### src/rtl/susp_pkg.sv
// Shared types for the suspend-by-read controller.
package susp_pkg;

    // Controller phases; one completion cycle closes every suspension.
    typedef enum logic [1:0] {
        ST_IDLE     = 2'd0,
        ST_GRANT    = 2'd1,
        ST_WAIT     = 2'd2,
        ST_COMPLETE = 2'd3
    } susp_state_e;

endpackage

### src/rtl/susp_fsm.sv
// Suspension sequencer.
// Walks idle -> bus turnaround -> wait for host -> one completion cycle.
// Assumes trig_i is already qualified (idle, not halted, mailbox read).
// The done line is edge-detected here, so a held level cannot end two
// suspensions.
module susp_fsm
    import susp_pkg::*;
(
    input  logic        clk,
    input  logic        rst_n,
    input  logic        trig_i,
    input  logic        done_i,
    output susp_state_e state_o
);

    susp_state_e state_q;
    susp_state_e state_d;
    logic        done_q;
    logic        done_rise;

    // Remember last cycle's done level for edge detection.
    always_ff @(posedge clk) begin
        if (!rst_n) done_q <= 1'b0;
        else        done_q <= done_i;
    end

    assign done_rise = done_i & ~done_q;

    // Next-phase selection.
    always_comb begin
        state_d = state_q;
        unique case (state_q)
            ST_IDLE:     if (trig_i)    state_d = ST_GRANT;
            ST_GRANT:                   state_d = ST_WAIT;
            ST_WAIT:     if (done_rise) state_d = ST_COMPLETE;
            ST_COMPLETE:                state_d = ST_IDLE;
            default:                    state_d = ST_IDLE;
        endcase
    end

    // Phase register.
    always_ff @(posedge clk) begin
        if (!rst_n) state_q <= ST_IDLE;
        else        state_q <= state_d;
    end

    assign state_o = state_q;

    // A fresh done edge while waiting must close the suspension.
    assert_done_edge_R6: assert property (@(posedge clk) disable iff (!rst_n)
        (state_q == ST_WAIT && done_i && !done_q) |=> (state_q == ST_COMPLETE));

    // A done level carried over from the previous cycle must not complete.
    assert_level_done_R7: assert property (@(posedge clk) disable iff (!rst_n)
        (state_q == ST_WAIT && done_i && $past(done_i)) |=> (state_q == ST_WAIT));

    // Completion never lasts longer than one cycle.
    assert_single_complete_R6: assert property (@(posedge clk) disable iff (!rst_n)
        (state_q == ST_COMPLETE) |=> (state_q == ST_IDLE));

endmodule

### src/rtl/susp_status_reg.sv
// Return-word holder.
// Captures the host's mailbox write only while the suspension is visible
// to the host, and keeps it otherwise. Later host traffic cannot change
// the word handed back to the processor.
module susp_status_reg #(
    parameter int DATA_W = 32
) (
    input  logic              clk,
    input  logic              rst_n,
    input  logic              accept_i,
    input  logic              we_i,
    input  logic [DATA_W-1:0] wdata_i,
    output logic [DATA_W-1:0] word_o
);

    logic [DATA_W-1:0] word_q;

    // Load on an accepted host mailbox write; clear on reset.
    always_ff @(posedge clk) begin
        if (!rst_n)                 word_q <= '0;
        else if (we_i && accept_i)  word_q <= wdata_i;
    end

    assign word_o = word_q;

    // An accepted write lands in the word.
    assert_status_load_R5: assert property (@(posedge clk) disable iff (!rst_n)
        (we_i && accept_i) |=> (word_q == $past(wdata_i)));

    // Without an accepted write the word stays put.
    assert_status_hold_R5: assert property (@(posedge clk) disable iff (!rst_n)
        !(we_i && accept_i) |=> $stable(word_q));

endmodule

### src/rtl/susp_bus_path.sv
// Processor-side access path and bus ownership.
// Forwards ordinary accesses without delay while idle and not halted. It
// holds back mailbox reads and raises the suspension trigger for them, and
// it chooses read data and ready for the processor. Assumes the processor
// never raises read and write together.
module susp_bus_path
    import susp_pkg::*;
#(
    parameter int                ADDR_W    = 22,
    parameter int                DATA_W    = 32,
    parameter logic [ADDR_W-1:0] MBOX_ADDR = {ADDR_W{1'b1}}
) (
    input  logic              clk,
    input  logic              rst_n,
    input  susp_state_e       state_i,
    input  logic [ADDR_W-1:0] cpu_addr_i,
    input  logic              cpu_rd_i,
    input  logic              cpu_wr_i,
    input  logic              mem_rdy_i,
    input  logic [DATA_W-1:0] mem_rdata_i,
    input  logic [DATA_W-1:0] status_i,
    input  logic              halt_i,
    output logic              trig_o,
    output logic              host_req_o,
    output logic              bus_host_o,
    output logic              mem_rd_o,
    output logic              mem_wr_o,
    output logic              cpu_rdy_o,
    output logic [DATA_W-1:0] cpu_rdata_o
);

    logic is_mbox;
    logic path_open;
    logic fwd_rd;
    logic fwd_wr;
    logic in_complete;

    // Decode the mailbox address and whether the processor path is open.
    always_comb begin
        is_mbox     = (cpu_addr_i == MBOX_ADDR);
        path_open   = (state_i == ST_IDLE) && !halt_i;
        in_complete = (state_i == ST_COMPLETE);
        fwd_rd      = path_open && cpu_rd_i && !is_mbox;
        fwd_wr      = path_open && cpu_wr_i;
    end

    // Memory strobes and the suspension trigger.
    always_comb begin
        mem_rd_o = fwd_rd;
        mem_wr_o = fwd_wr;
        trig_o   = path_open && cpu_rd_i && is_mbox;
    end

    // Ready and data back to the processor.
    always_comb begin
        cpu_rdy_o   = in_complete || ((fwd_rd || fwd_wr) && mem_rdy_i);
        cpu_rdata_o = in_complete ? status_i : mem_rdata_i;
    end

    // Bus ownership: host during turnaround, waiting, or halt.
    always_comb begin
        host_req_o = (state_i == ST_WAIT);
        bus_host_o = halt_i || (state_i == ST_GRANT) || (state_i == ST_WAIT);
    end

    // Mailbox reads are never forwarded and only complete in the completion cycle.
    assert_mbox_stall_R3: assert property (@(posedge clk) disable iff (!rst_n)
        (cpu_rd_i && is_mbox && !in_complete) |-> (!cpu_rdy_o && !mem_rd_o));

    // Halt gives the host the bus and blocks forwarding.
    assert_halt_blocks_R8: assert property (@(posedge clk) disable iff (!rst_n)
        halt_i |-> (bus_host_o && !mem_rd_o && !mem_wr_o && !trig_o));

endmodule

### src/rtl/rd_suspend_ctrl.sv
// Top of the suspend-by-read handshake controller.
// Joins the sequencer, the return-word register and the access path. The
// host side is assumed to raise done only after it has seen host_req, and
// to write the mailbox word while host_req is high.
module rd_suspend_ctrl
    import susp_pkg::*;
#(
    parameter int                ADDR_W    = 22,
    parameter int                DATA_W    = 32,
    parameter logic [ADDR_W-1:0] MBOX_ADDR = {ADDR_W{1'b1}}
) (
    input  logic              clk,
    input  logic              rst_n,
    input  logic [ADDR_W-1:0] cpu_addr,
    input  logic              cpu_rd,
    input  logic              cpu_wr,
    output logic              cpu_rdy,
    output logic [DATA_W-1:0] cpu_rdata,
    output logic              mem_rd,
    output logic              mem_wr,
    input  logic              mem_rdy,
    input  logic [DATA_W-1:0] mem_rdata,
    input  logic              ctl_halt,
    input  logic              host_done,
    input  logic              host_mbox_we,
    input  logic [DATA_W-1:0] host_wdata,
    output logic              host_req,
    output logic              bus_sel_host
);

    susp_state_e       state;
    logic              trig;
    logic [DATA_W-1:0] ret_word;

    susp_fsm u_fsm (
        .clk     (clk),
        .rst_n   (rst_n),
        .trig_i  (trig),
        .done_i  (host_done),
        .state_o (state)
    );

    susp_status_reg #(.DATA_W(DATA_W)) u_status (
        .clk      (clk),
        .rst_n    (rst_n),
        .accept_i (host_req),
        .we_i     (host_mbox_we),
        .wdata_i  (host_wdata),
        .word_o   (ret_word)
    );

    susp_bus_path #(
        .ADDR_W    (ADDR_W),
        .DATA_W    (DATA_W),
        .MBOX_ADDR (MBOX_ADDR)
    ) u_path (
        .clk         (clk),
        .rst_n       (rst_n),
        .state_i     (state),
        .cpu_addr_i  (cpu_addr),
        .cpu_rd_i    (cpu_rd),
        .cpu_wr_i    (cpu_wr),
        .mem_rdy_i   (mem_rdy),
        .mem_rdata_i (mem_rdata),
        .status_i    (ret_word),
        .halt_i      (ctl_halt),
        .trig_o      (trig),
        .host_req_o  (host_req),
        .bus_host_o  (bus_sel_host),
        .mem_rd_o    (mem_rd),
        .mem_wr_o    (mem_wr),
        .cpu_rdy_o   (cpu_rdy),
        .cpu_rdata_o (cpu_rdata)
    );

    // host_req only rises after a cycle in which the bus was already handed over.
    assert_turnaround_R4: assert property (@(posedge clk) disable iff (!rst_n)
        $rose(host_req) |-> $past(bus_sel_host));

    // A triggering mailbox read hands the bus over without yet raising the request.
    assert_grant_next_R4: assert property (@(posedge clk) disable iff (!rst_n)
        trig |=> (bus_sel_host && !host_req));

    // While suspended the processor sees no completion.
    assert_no_rdy_while_req_R3: assert property (@(posedge clk) disable iff (!rst_n)
        host_req |-> !cpu_rdy);

endmodule

### config.mk
export PLATFORM = sky130hd
export DESIGN_NAME = rd_suspend_ctrl
export DESIGN_NICKNAME = d
export VERILOG_FILES = /design/src/rtl/susp_pkg.sv /design/src/rtl/susp_fsm.sv /design/src/rtl/susp_status_reg.sv /design/src/rtl/susp_bus_path.sv /design/src/rtl/rd_suspend_ctrl.sv
export SDC_FILE = /design/constraint.sdc
export NUM_CORES = 1
export LEC_CHECK = 0
export ABC_AREA = 1
export CAP_MARGIN = 5
export CORE_MARGIN = 2
export CORE_UTILIZATION = 37
export DETAILED_ROUTE_END_ITERATION = 10
export GPL_TIMING_DRIVEN = 0
export HOLD_SLACK_MARGIN = 0.1
export PLACE_DENSITY = 0.85
export SYNTH_ARGS = -nofsm -noshare
export SYNTH_HDL_FRONTEND = slang
export SYNTH_SLANG_ARGS = --single-unit
### constraint.sdc
create_clock -name clk -period 2.1 [get_ports clk]
set_input_delay 0.315 -clock clk [delete_from_list [all_inputs] [get_ports clk]]
set_output_delay 0.315 -clock clk [all_outputs]
set_load 0.01 [all_outputs]
# Yosys cells after proc, flatten, opt, wreduce, memory -nomap -nowiden
# Index checks and enable logic that the tools add are counted.
[classes] n_bitwise=2 eq_ne=6 n_reduce_logical=15 mux=4
[op_table] op="2-to-1 mux 32 bit" count=1
[op_table] op="== test 22 bit, second input constant" count=1
[op_table] op="case mux 2 bit (4 select lines)" count=1
[op_table] op="logical AND 1 bit" count=7
[op_table] op="== test 2 bit, second input constant" count=2
[op_table] op="logical OR 1 bit" count=4
[op_table] op="2-to-1 mux 2 bit" count=2
[op_table] op="!= test 2 bit, second input constant" count=2
[op_table] op="== test 2 x 1 -> 1 bit, second input constant" count=1
[op_table] op="zero test 1 bit" count=2
[op_table] op="zero test 2 bit" count=1
[op_table] op="AND reduction 2 bit" count=1
[op_table] op="bitwise AND 1 bit" count=1
[op_table] op="NOT 1 bit" count=1
[word_totals] word_cells=30 input_bits=94 regBits=35 output_inout_bits=37

# Longest topological paths before layout
# Gate-level depths: netlist of the first run.
[logic_depth] ltp_word=7 mapped_depth=9 ltp_nobuf=9

# Hierarchy
# Synthesis of the first run repeated with hierarchy kept, for this count alone.
[unflattened] hier_cells=378 area_unflattened_um2=2100.8
[modules_own_cells] mod="susp_status_reg" area_per_inst_um2=1318.8 instances=1 cells_per_inst=202 seq_area_each_um2=640.6
[modules_own_cells] mod="susp_bus_path" area_per_inst_um2=599.3 instances=1 cells_per_inst=151 seq_area_each_um2=0.0
[modules_own_cells] mod="susp_fsm" area_per_inst_um2=182.7 instances=1 cells_per_inst=25 seq_area_each_um2=60.1

# Worst setup path before layout of the first run
# OpenSTA, ideal clock, no wires.
[synth_path] kind="register to output" start="register u_fsm.state_q[1] (netlist: u_fsm.state_o[1])" end="output cpu_rdy" arrival_time_ns=1.084 n_path_buf=0 path_stages_with_launch=7 t_required_ns=1.785 slack_ns=0.701 cell_sequence="dfxtp_1 inv_1 ha_1 nand2_1 nor2_1 o21ai_2 nand2_1"
[synth_via] word_cells_on_any_way=9 cone_classes="eq/ne (1); reduce/logical (8)"
[synth_lines] element="start: declaration" line_no="susp_fsm.sv:16" text="susp_state_e state_q;"
[synth_lines] element="start signal: assignment" line_no="susp_fsm.sv:44" text="else state_q <= state_d;"
[synth_lines] element="zero test 2 bit" line_no="susp_bus_path.sv:41" text="path_open = (state_i == ST_IDLE) && !halt_i;"
[synth_lines] element="logical AND 1 bit" line_no="susp_bus_path.sv:41"
[synth_lines] element="logical AND 1 bit" line_no="susp_bus_path.sv:44" text="fwd_wr = path_open && cpu_wr_i;"
[synth_lines] element="named net mem_wr" line_no="rd_suspend_ctrl.sv:20" text="output logic mem_wr,"
[synth_lines] element="logical OR 1 bit" line_no="susp_bus_path.sv:56" text="cpu_rdy_o = in_complete || ((fwd_rd || fwd_wr) && mem_rdy_i);"
[synth_lines] element="logical AND 1 bit" line_no="susp_bus_path.sv:56"
[synth_lines] element="logical OR 1 bit" line_no="susp_bus_path.sv:56"
[synth_lines] element="end: declaration" line_no="rd_suspend_ctrl.sv:17" text="output logic cpu_rdy,"
# The timed path passes the listed nets, and every way through them passes these cells.

# Final worst setup path of the first run
[layout_path] start="register u_fsm.state_q[0] (netlist: u_fsm.state_o[0])" end="output cpu_rdata[31]"
[layout_via] elab_chain_len=2
[layout_lines] element="== test 2 bit" line_no="susp_bus_path.sv:42" text="in_complete = (state_i == ST_COMPLETE);"
[layout_lines] element="2-to-1 mux 32 bit" line_no="susp_bus_path.sv:57" text="cpu_rdata_o = in_complete ? status_i : mem_rdata_i;"
[layout_lines] element="end: declaration" line_no="rd_suspend_ctrl.sv:18" text="output logic [DATA_W-1:0] cpu_rdata,"
# Every way passes these cells.

==> results of run 1 <==
synth_stat cells:
library cell	count	area (µm²)
a21oi_2	1	8.76
o21ai_2	1	8.76
ha_1	5	62.6
nand4_1	2	12.5
buf_2	10	50.1
nor2_1	72	270
o21ai_1	33	165
nor2_2	3	18.8
buf_4	3	22.5
nand2_1	115	432
dfxtp_1	35	701
nand2_2	1	6.26
inv_1	8	30.0
inv_2	3	11.3
nand3_1	1	5.00
clkinv_1	1	3.75
nand3_2	1	10.0
a21oi_1	1	5.00
clkbuf_1	3	11.3
flip-flops by register name, indices dropped and copies added (netlist names):
name and flops:
u_fsm.done_q 1, u_fsm.state_o 2, u_status.word_o 32
layout by cell type (no fill, tap or decap), drive strengths merged:
master         count
dlymetal6s2s      11
o21ai             34
nand2            116
nand3              2
ha                 5
dfxtp             35
nor2              75
clkinv             1
nand4              2
buf               15
a21oi              2
clkbuf            10
dlygate4sd2        1
clkinvlp           1
inv               11
clkdlybuf4s50    117
power by group:
| group | switching (mW) | internal [mW] | leakage (nW) |
|---|---|---|---|
| logic | 0.427 | 0.505 | 1.24 |
| clock network | 0.238 | 0.298 | 0.0505 |
| registers | 0.0836 | 0.810 | 0.286 |
| total | 0.749 | 1.61 | 1.58 |
timing repair:
action,4_1_cts,5_1_grt
resized for setup,11,21
buffers inserted,0,2
pin swaps,0,2
setup endpoints to repair,32,33
cell families (layout without fill, tap and decap cells):
kind of cell	Yosys count	in the layout	share of synthesized area, %
compound gates	36	36	10.2
flops	35	35	38.2
buf+inv	28	167	7.03
fa+ha+maj	5	5	3.41
simple gates	195	195	41.1
final cells by class:
type                            count  area share (%)
Buffer                             15            3.34
Clock buffer                        7            2.83
Clock inverter                      1           0.220
Inverter                           12            1.39
Multi-Input combinational cell    236            29.8
Sequential cell                    35            20.7
Tap cell                           67            2.46
Timing Repair Buffer              132            39.2
through the flow:
| stage | worst slack (ns) | hold WS (ns) | utilization [%] |
|---|---|---|---|
| after global placement | -0.130 | 0.462 | 67.7 |
| after floorplan | 0.701 | 0.408 | - |
| final | 0.0565 | 0.484 | 71.7 |
| after CTS | -0.0228 | 0.488 | 70.4 |
| after detailed placement | -0.157 | 0.471 | 67.7 |
| after global routing | -0.00947 | 0.506 | 71.7 |
metal layers:
layer / GRT usage, % / vias up
met5: 0 / -
met4: 6.35 / 0
met3: 3.93 / 6
met2: 37.9 / 75
met1: 22.7 / 952
li1: - / 1195
final timing paths:
check / from / end / slack [ns] / cells past startpoint
setup / recovery: u_fsm.state_o[0] / cpu_rdata[31] / 0.06 / 5
hold / removal: u_status.word_o[21] / u_status.word_o[21] / 0.48 / 2
setup reg to reg: u_fsm.state_o[0] / u_status.word_o[13] / 0.60 / 7
hold reg to reg: u_status.word_o[21] / u_status.word_o[21] / 0.48 / 2
worst max-delay path, cell delays in order, from the launching register on:
cell,delay (ns)
dfxtp_2,0.39
ha_4,0.20
buf_4,0.19
nand2_1,0.08
nand2_1,0.06
clkdlybuf4s50_1,0.53
==> run_results.csv, run 1 <==
group,metric,value,unit
outcome,outcome,"finished clean",
finish,drive_gt1_share,8.45,%
global_route,grt_pass1_wl,8760,µm
critical_path,crit_path_start_kind,"flop",
finish,fin_area,3410,µm²
synth,syn_area,1830,µm²
worst_hold_path,hp-class,"reg -> reg",
drt,wl,5700,µm
placed_design,dp_cells,496,
clock_tree,cts_tree,"done",
sta,timing.slew.headroom,72.7,%
finish,multiInputGateArea,1020,µm²
global_route,grt_pass1_vias,2079,
finish,stdcell_count,505,
finish,antenna_cells,0,
clock_tree,clkLatencyLatePin,0.28,ns
clock_tree,clockBufferDepth,2,
placed_design,numPortBuffers,130,
drt,dr.max_layer_used,"met4",
finish,fill_cells,424,
sta,max_freq,489,MHz
floorplan,io_pins,131,
synth,synth_warnings,0,
sta,fin_skew,0.00891,ns
synth,ys_ff_latch,35,
drt,vias_per_cell,4.41,
job,maxCapViolations,0,
sta,finalHoldViolCount,0,
critical_path,crit_type,"reg -> out",
placed_design,hpwl,4490,µm
pwr,leakagePower,1.58,nW
pwr,power_density,693,nW/µm²
floorplan,die-area,5540,µm²
synth,synth_cell_types,19,
drt,wl_met1,2310,µm
floorplan,die_h,74.4,µm
sta,drv_slew,0,
drt,dr.pass1.iters,4,
clock_tree,ctsHoldBuffers,0,
pwr,p_total,2.36,mW
critical_path,cp-end-kind,"output pin",
sta,tns,0,ns
finish,syn_to_final_growth,85.9,%
clock_tree,cts-root-buf,"clkbuf_8",
synth,seq_area_frac_synth,38.2,%
global_route,grt_use_total,20.1,%
clock_tree,clock-sinks,35,
drt,drt_iter0_drc,94,
floorplan,row_count,25,
clock_tree,htree_levels,2,
critical_path,required,1.78,ns
finish,num-nets-final,536,
drt,wire_per_inst,11.3,µm
drt,antenna_left,0,
clock_tree,numCtsBuffers,5,
synth,synth_fp_nets,398,
placed_design,gp_congestion,0.802,
floorplan,die_w,74.4,µm
drt,wl_met3,382,µm
drt,wl_met2,2930,µm
sta,period_needed,2.04,ns
sta,fin_crit_sh,97.3,%
floorplan,start_util,38.6,%
floorplan,core-area,4750,µm²
placed_design,place_area,3220,µm²
drt,vias,2228,
finish,register_area,706,µm²
global_route,antenna_found_initial,0,
synth,avgSynthCellArea,6.13,µm²
sta,setup_viol,0,
pwr,vdd_drop_max,0.382,mV
drt,post-route-drc-count,0,
critical_path,worstPathArrival,1.73,ns
sta,grt_setup_unrepaired,"true",
critical_path,cp_max_fo,10,
clock_tree,clk_pin_slew,0.07,ns
global_route,grt_overflow,0,
synth,synthCells,299,
sta,tightestPinTransition,0.410,ns
global_route,grt_max_degree,12,
No activity file was read; power rests on OpenSTA's default activity.
==> run 2: changes to the inputs <==
==> constraint.sdc (replaced) <==
create_clock -name clk -period 2.5 [get_ports clk]
set_input_delay 0.375 -clock clk [delete_from_list [all_inputs] [get_ports clk]]
set_output_delay 0.375 -clock clk [all_outputs]
set_load 0.01 [all_outputs]
==> run 2 against run 1 <==
- cell area fell by 2.5%
- core utilization shrank 1.8 points
- global-route usage shrank 0.20 points
- hold slack got worse by 0.0010 ns
- clock skew barely moved
- count of clock-buffer cells in the layout did not move
- critical path type unchanged
- worst setup slack better by 0.16 ns
- combinational power down 17%
- via count down 0.72%
==> run_results.csv, run 2 (synthesis gave the netlist of run 1 again) <==
group,metric,value,unit
drt,dr.pass1.iters,4,
sta,tns,0,ns
placed_design,place_area,3220,µm²
sta,max_freq,437,MHz
placed_design,pre_cts_slack,0.123,ns
floorplan,row_count,25,
sta,fin_crit_sh,91.5,%
critical_path,critPathBufInv,3,
outcome,outcome,"finished clean",
clock_tree,numCtsBuffers,5,
floorplan,start_util,38.6,%
critical_path,cpMostUsedCell,"nand2_1",
sta,whs,0.483,ns
worst_hold_path,whs_path_depth,2,
worst_hold_path,hold-path-endpoint,"u_status.word_o[21]",
finish,final_util,69.9,%
floorplan,die_w,74.4,µm
critical_path,cp-end-kind,"output pin",
drt,wire_per_inst,11.0,µm
global_route,grt_overflow,0,
finish,fin_area,3320,µm²
clock_tree,clk_pin_slew,0.07,ns
sta,drv_slew,0,
finish,largest_reg_flops,32,
global_route,antenna_found_initial,0,
drt,vias,2212,
drt,vias_per_cell,4.40,
finish,syn_to_final_growth,81.2,%
job,maxCapViolations,0,
critical_path,slowest_delay,0.53,ns
critical_path,slowest_stage,"clkdlybuf4s50_1",
critical_path,worstPathArrival,1.91,ns
sta,grt_setup_unrepaired,"false",
pwr,power_density,591,nW/µm²
drt,antenna_left,0,
placed_design,dp_cells,496,
floorplan,die-area,5540,µm²
sta,setup_slack,0.213,ns
floorplan,die_h,74.4,µm
drt,wl,5540,µm
worst_hold_path,hp-class,"reg -> reg",
pwr,vdd_drop_max,0.322,mV
finish,stdcell_count,503,
critical_path,reg2regPathDepth,7,
placed_design,numPortBuffers,130,
sta,period_needed,2.29,ns
placed_design,hpwl,4490,µm
finish,num-nets-final,534,
sta,timing.slew.headroom,72.8,%
critical_path,crit_chain,"ha_1, inv_2, buf_2, nand2_1, nand2_1, clkdlybuf4s50_1",
pwr,leakagePower,1.45,nW
sta,tightestPinTransition,0.408,ns
finish,antenna_cells,0,
critical_path,crit_path_start_kind,"flop",
critical_path,worstReg2RegStart,"u_fsm.state_o[0]",
sta,finalHoldViolCount,0,
global_route,grt_pass1_wl,8690,µm
critical_path,crit_type,"reg -> out",
sta,fin_skew,0.00857,ns
clock_tree,cts_tree,"done",
critical_path,r2r_end,"u_status.word_o[13]",
sta,setup_viol,0,
finish,final_common_cell,"clkdlybuf4s50_1",
floorplan,io_pins,131,
global_route,grt_pass1_vias,2067,
global_route,grt_use_total,19.9,%
placed_design,gp_congestion,0.802,
clock_tree,htree_levels,2,
critical_path,cp_max_fo,10,
clock_tree,clockBufferDepth,2,
critical_path,required,2.12,ns
drt,drt_iter0_drc,80,
worst_hold_path,hp-start,"u_status.word_o[21]",
pwr,p_total,1.96,mW
drt,post-route-drc-count,0,
clock_tree,clkLatencyLatePin,0.28,ns
clock_tree,clock-sinks,35,
global_route,grt_max_degree,12,
critical_path,crit_family,"buffers and inverters",
critical_path,regToRegSetupSlack,1.00,ns
finish,drive_gt1_share,7.11,%
clock_tree,cts-root-buf,"clkbuf_8",
finish,final_cell_mix,"clkdlybuf4s50_1, nand2_1, nor2_1",
floorplan,core-area,4750,µm²
run 2: worst register-to-register path, delay by kind of cell, from the launching register on:
family / cells / cell delay (ns)
simple gates: 3 / 0.38
buf+inv: 3 / 0.38
fa+ha+maj: 1 / 0.27
flops: 1 / 0.39
run 2: worst max path at each step:
stage                          start            to  cells after the start
floorplan           u_fsm.state_o[1]       cpu_rdy                      6
global route        u_fsm.state_o[0]  cpu_rdata[5]                      6
finish              u_fsm.state_o[0]  cpu_rdata[5]                      6
detailed placement      cpu_addr[13]       cpu_rdy                     11
CTS                 u_fsm.state_o[0]  cpu_rdata[2]                      7
global placement         cpu_addr[3]       cpu_rdy                     11
run 2: report_power, final:
group | switching (mW) | internal (mW)
Clock | 0.202 | 0.251
Sequential | 0.0632 | 0.677
Combinational | 0.354 | 0.418
Total | 0.619 | 1.35
run 2: layout make-up:
class                      count  area (µm²)
multi-input combinational    236        1000
tap                           67        83.8
fill                         440        1430
buffer                        15        82.6
inverter                      12        45.0
clock buffer                   7        96.3
sequential                    35         701
clock inverter                 1        7.51
timing repair buffer         130        1300
run 2: what timing repair did:
action	in CTS	in global routing
gates resized for setup	0	2
endpoints found under the hold margin	0	0
buffers inserted	0	0
endpoints found under the setup margin	0	29
hold buffers	0	0
run 2: routing by layer:
metal / vias to the layer above / track usage (%) / wire length (µm)
met5: - / 0 / 0
met4: 0 / 6.35 / 74
met1: 942 / 22.5 / 2270
met3: 7 / 3.93 / 368
li1: 1190 / - / -
met2: 73 / 37.4 / 2830
==> run 3: changes to the inputs <==
--- a/config.mk
+++ b/config.mk
@@ -12,7 +12,7 @@
 export DETAILED_ROUTE_END_ITERATION = 10
 export GPL_TIMING_DRIVEN = 0
 export HOLD_SLACK_MARGIN = 0.1
-export PLACE_DENSITY = 0.85
+export PLACE_DENSITY = 0.86
 export SYNTH_ARGS = -nofsm -noshare
 export SYNTH_HDL_FRONTEND = slang
 export SYNTH_SLANG_ARGS = --single-unit
==> run 3 against run 2 <==
- critical path type unchanged
- sequential cell count unchanged
- register-to-register slack hardly changed
- maximum frequency down 1.1%
- power down 2.8%
- hold slack barely moved
- core utilization down 0.26 points
- largest power group unchanged
- sequential share of layout area is 0.080 points higher
- sequential power barely moved
- global-route usage rose by 0.073 points
- die area unchanged
- worst setup slack worse by 0.026 ns
- wire length fell by 0.38%
==> run_results.csv, run 3 (synthesis gave the netlist of run 1 again) <==
group,metric,value,unit
outcome,outcome,"finished clean",
finish,final_cell_mix,"clkdlybuf4s50_1, nand2_1, nor2_1",
pwr,p_comb_share,40.7,%
clock_tree,htree_levels,2,
floorplan,io_pins,131,
finish,final_common_cell,"clkdlybuf4s50_1",
drt,wl,5520,µm
global_route,grt_pass1_wl,8670,µm
clock_tree,clk_pin_slew,0.07,ns
floorplan,die-area,5540,µm²
finish,largest_reg_flops,32,
global_route,met3_usage,2.98,%
critical_path,crit_type,"reg -> out",
global_route,grt_use_total,20.0,%
global_route,grt_pass1_vias,2047,
clock_tree,numCtsBuffers,5,
critical_path,cp_max_fo,10,
floorplan,die_w,74.4,µm
sta,tns,0,ns
pwr,leakagePower,1.45,nW
critical_path,cp-end-kind,"output pin",
finish,final_util,69.7,%
drt,antenna_left,0,
finish,register_area,701,µm²
clock_tree,clock-sinks,35,
sta,fin_crit_sh,92.5,%
finish,drive_gt1_share,6.65,%
global_route,grt_use_met1,22.5,%
sta,max_freq,432,MHz
pwr,swShare,32.2,%
floorplan,die_h,74.4,µm
placed_design,numPortBuffers,130,
placed_design,dp_cells,496,
global_route,grt_overflow,0,
pwr,seqPwrFrac,38.8,%
finish,fill_cells,414,
sta,drv_slew,0,
clock_tree,cts-root-buf,"clkbuf_8",
pwr,p_int,1.29,mW
pwr,clockPowerShare,20.5,%
sta,period_needed,2.31,ns
finish,multiInputGateArea,1000,µm²
finish,syn_to_final_growth,80.6,%
critical_path,crit_path_start_kind,"flop",
drt,vias_per_cell,4.43,
drt,wire_per_inst,11.0,µm
global_route,grt_max_degree,11,
sta,grt_setup_unrepaired,"false",
drt,post-route-drc-count,0,
drt,vias,2228,
sta,setup_viol,0,
critical_path,worstPathArrival,1.94,ns
sta,finalHoldViolCount,0,
floorplan,core-area,4750,µm²
finish,num-nets-final,534,
placed_design,gp_congestion,0.779,
drt,dr.pass1.iters,4,
floorplan,row_count,25,
clock_tree,clkLatencyLatePin,0.29,ns
global_route,busiest_layer,"met2",
placed_design,hpwl,4460,µm
pwr,power_density,576,nW/µm²
sta,fin_skew,0.0107,ns
clock_tree,clockBufferDepth,2,
global_route,antenna_found_initial,0,
pwr,switching_power,0.615,mW
worst_hold_path,hp-class,"reg -> reg",
critical_path,required,2.12,ns
sta,timing.slew.headroom,73.3,%
global_route,grtUsageMet2,37.9,%
job,maxCapViolations,0,
drt,drt_iter0_drc,60,
sta,tightestPinTransition,0.400,ns
floorplan,start_util,38.6,%
pwr,vdd_drop_max,0.296,mV
clock_tree,cts_tree,"done",
finish,stdcell_count,503,
finish,antenna_cells,0,
[run 3: per-layer routing]
layer	up-vias	share of wire (%)
li1	1186	-
met1	960	42
met2	71	50
met3	11	5.4
met4	0	2.0
met5	-	0
[run 3: layout make-up]
type                       instances  area share, %
multi-input combinational        236           30.3
clock buffer                       7           2.30
clock inverter                     1          0.151
sequential                        35           21.2
inverter                          12           1.36
tap                               67           2.53
buffer                            15           2.80
timing repair buffer             130           39.4
[run 3: power by group through the flow]
stage | sequential, mW | combinational (mW) | clock [mW]
floorplan | 0.738 | 0.411 | 0
global placement | 0.746 | 0.762 | 0
detailed placement | 0.753 | 0.778 | 0
CTS | 0.741 | 0.781 | 0.396
global route | 0.757 | 0.862 | 0.424
finish | 0.741 | 0.776 | 0.391
[run 3: per-stage QoR]
step	hold WS (ns)	area [µm²]	setup WS, ns	total power [mW]
global placement	0.462	3220	0.158	1.51
global route	0.500	3310	0.0370	2.04
detailed placement	0.471	3220	0.121	1.53
finish	0.483	3310	0.187	1.91
floorplan	0.454	1830	1.04	1.15
CTS	0.487	3300	0.0623	1.92
[run 3: final timing paths]
check	from	end	slack [ns]	depth (start not counted)
setup reg to reg	u_fsm.state_o[0]	u_status.word_o[5]	1.01	7
setup / recovery	u_fsm.state_o[0]	cpu_rdata[9]	0.19	6
hold reg to reg	u_status.word_o[16]	u_status.word_o[16]	0.48	2
hold / removal	u_status.word_o[16]	u_status.word_o[16]	0.48	2
[run 3: repair_timing]
item | CTS | global route
setup buffers | 0 | 0
hold buffers | 0 | 0
endpoints found under the setup margin | 0 | 31
gates resized for setup | 0 | 6
[run 3: critical path, stage by stage, from the launching register on]
cell	delay, ns
dfxtp_1	0.34
ha_1	0.28
inv_2	0.13
buf_2	0.23
nand2_1	0.07
nand2_1	0.07
clkdlybuf4s50_1	0.53
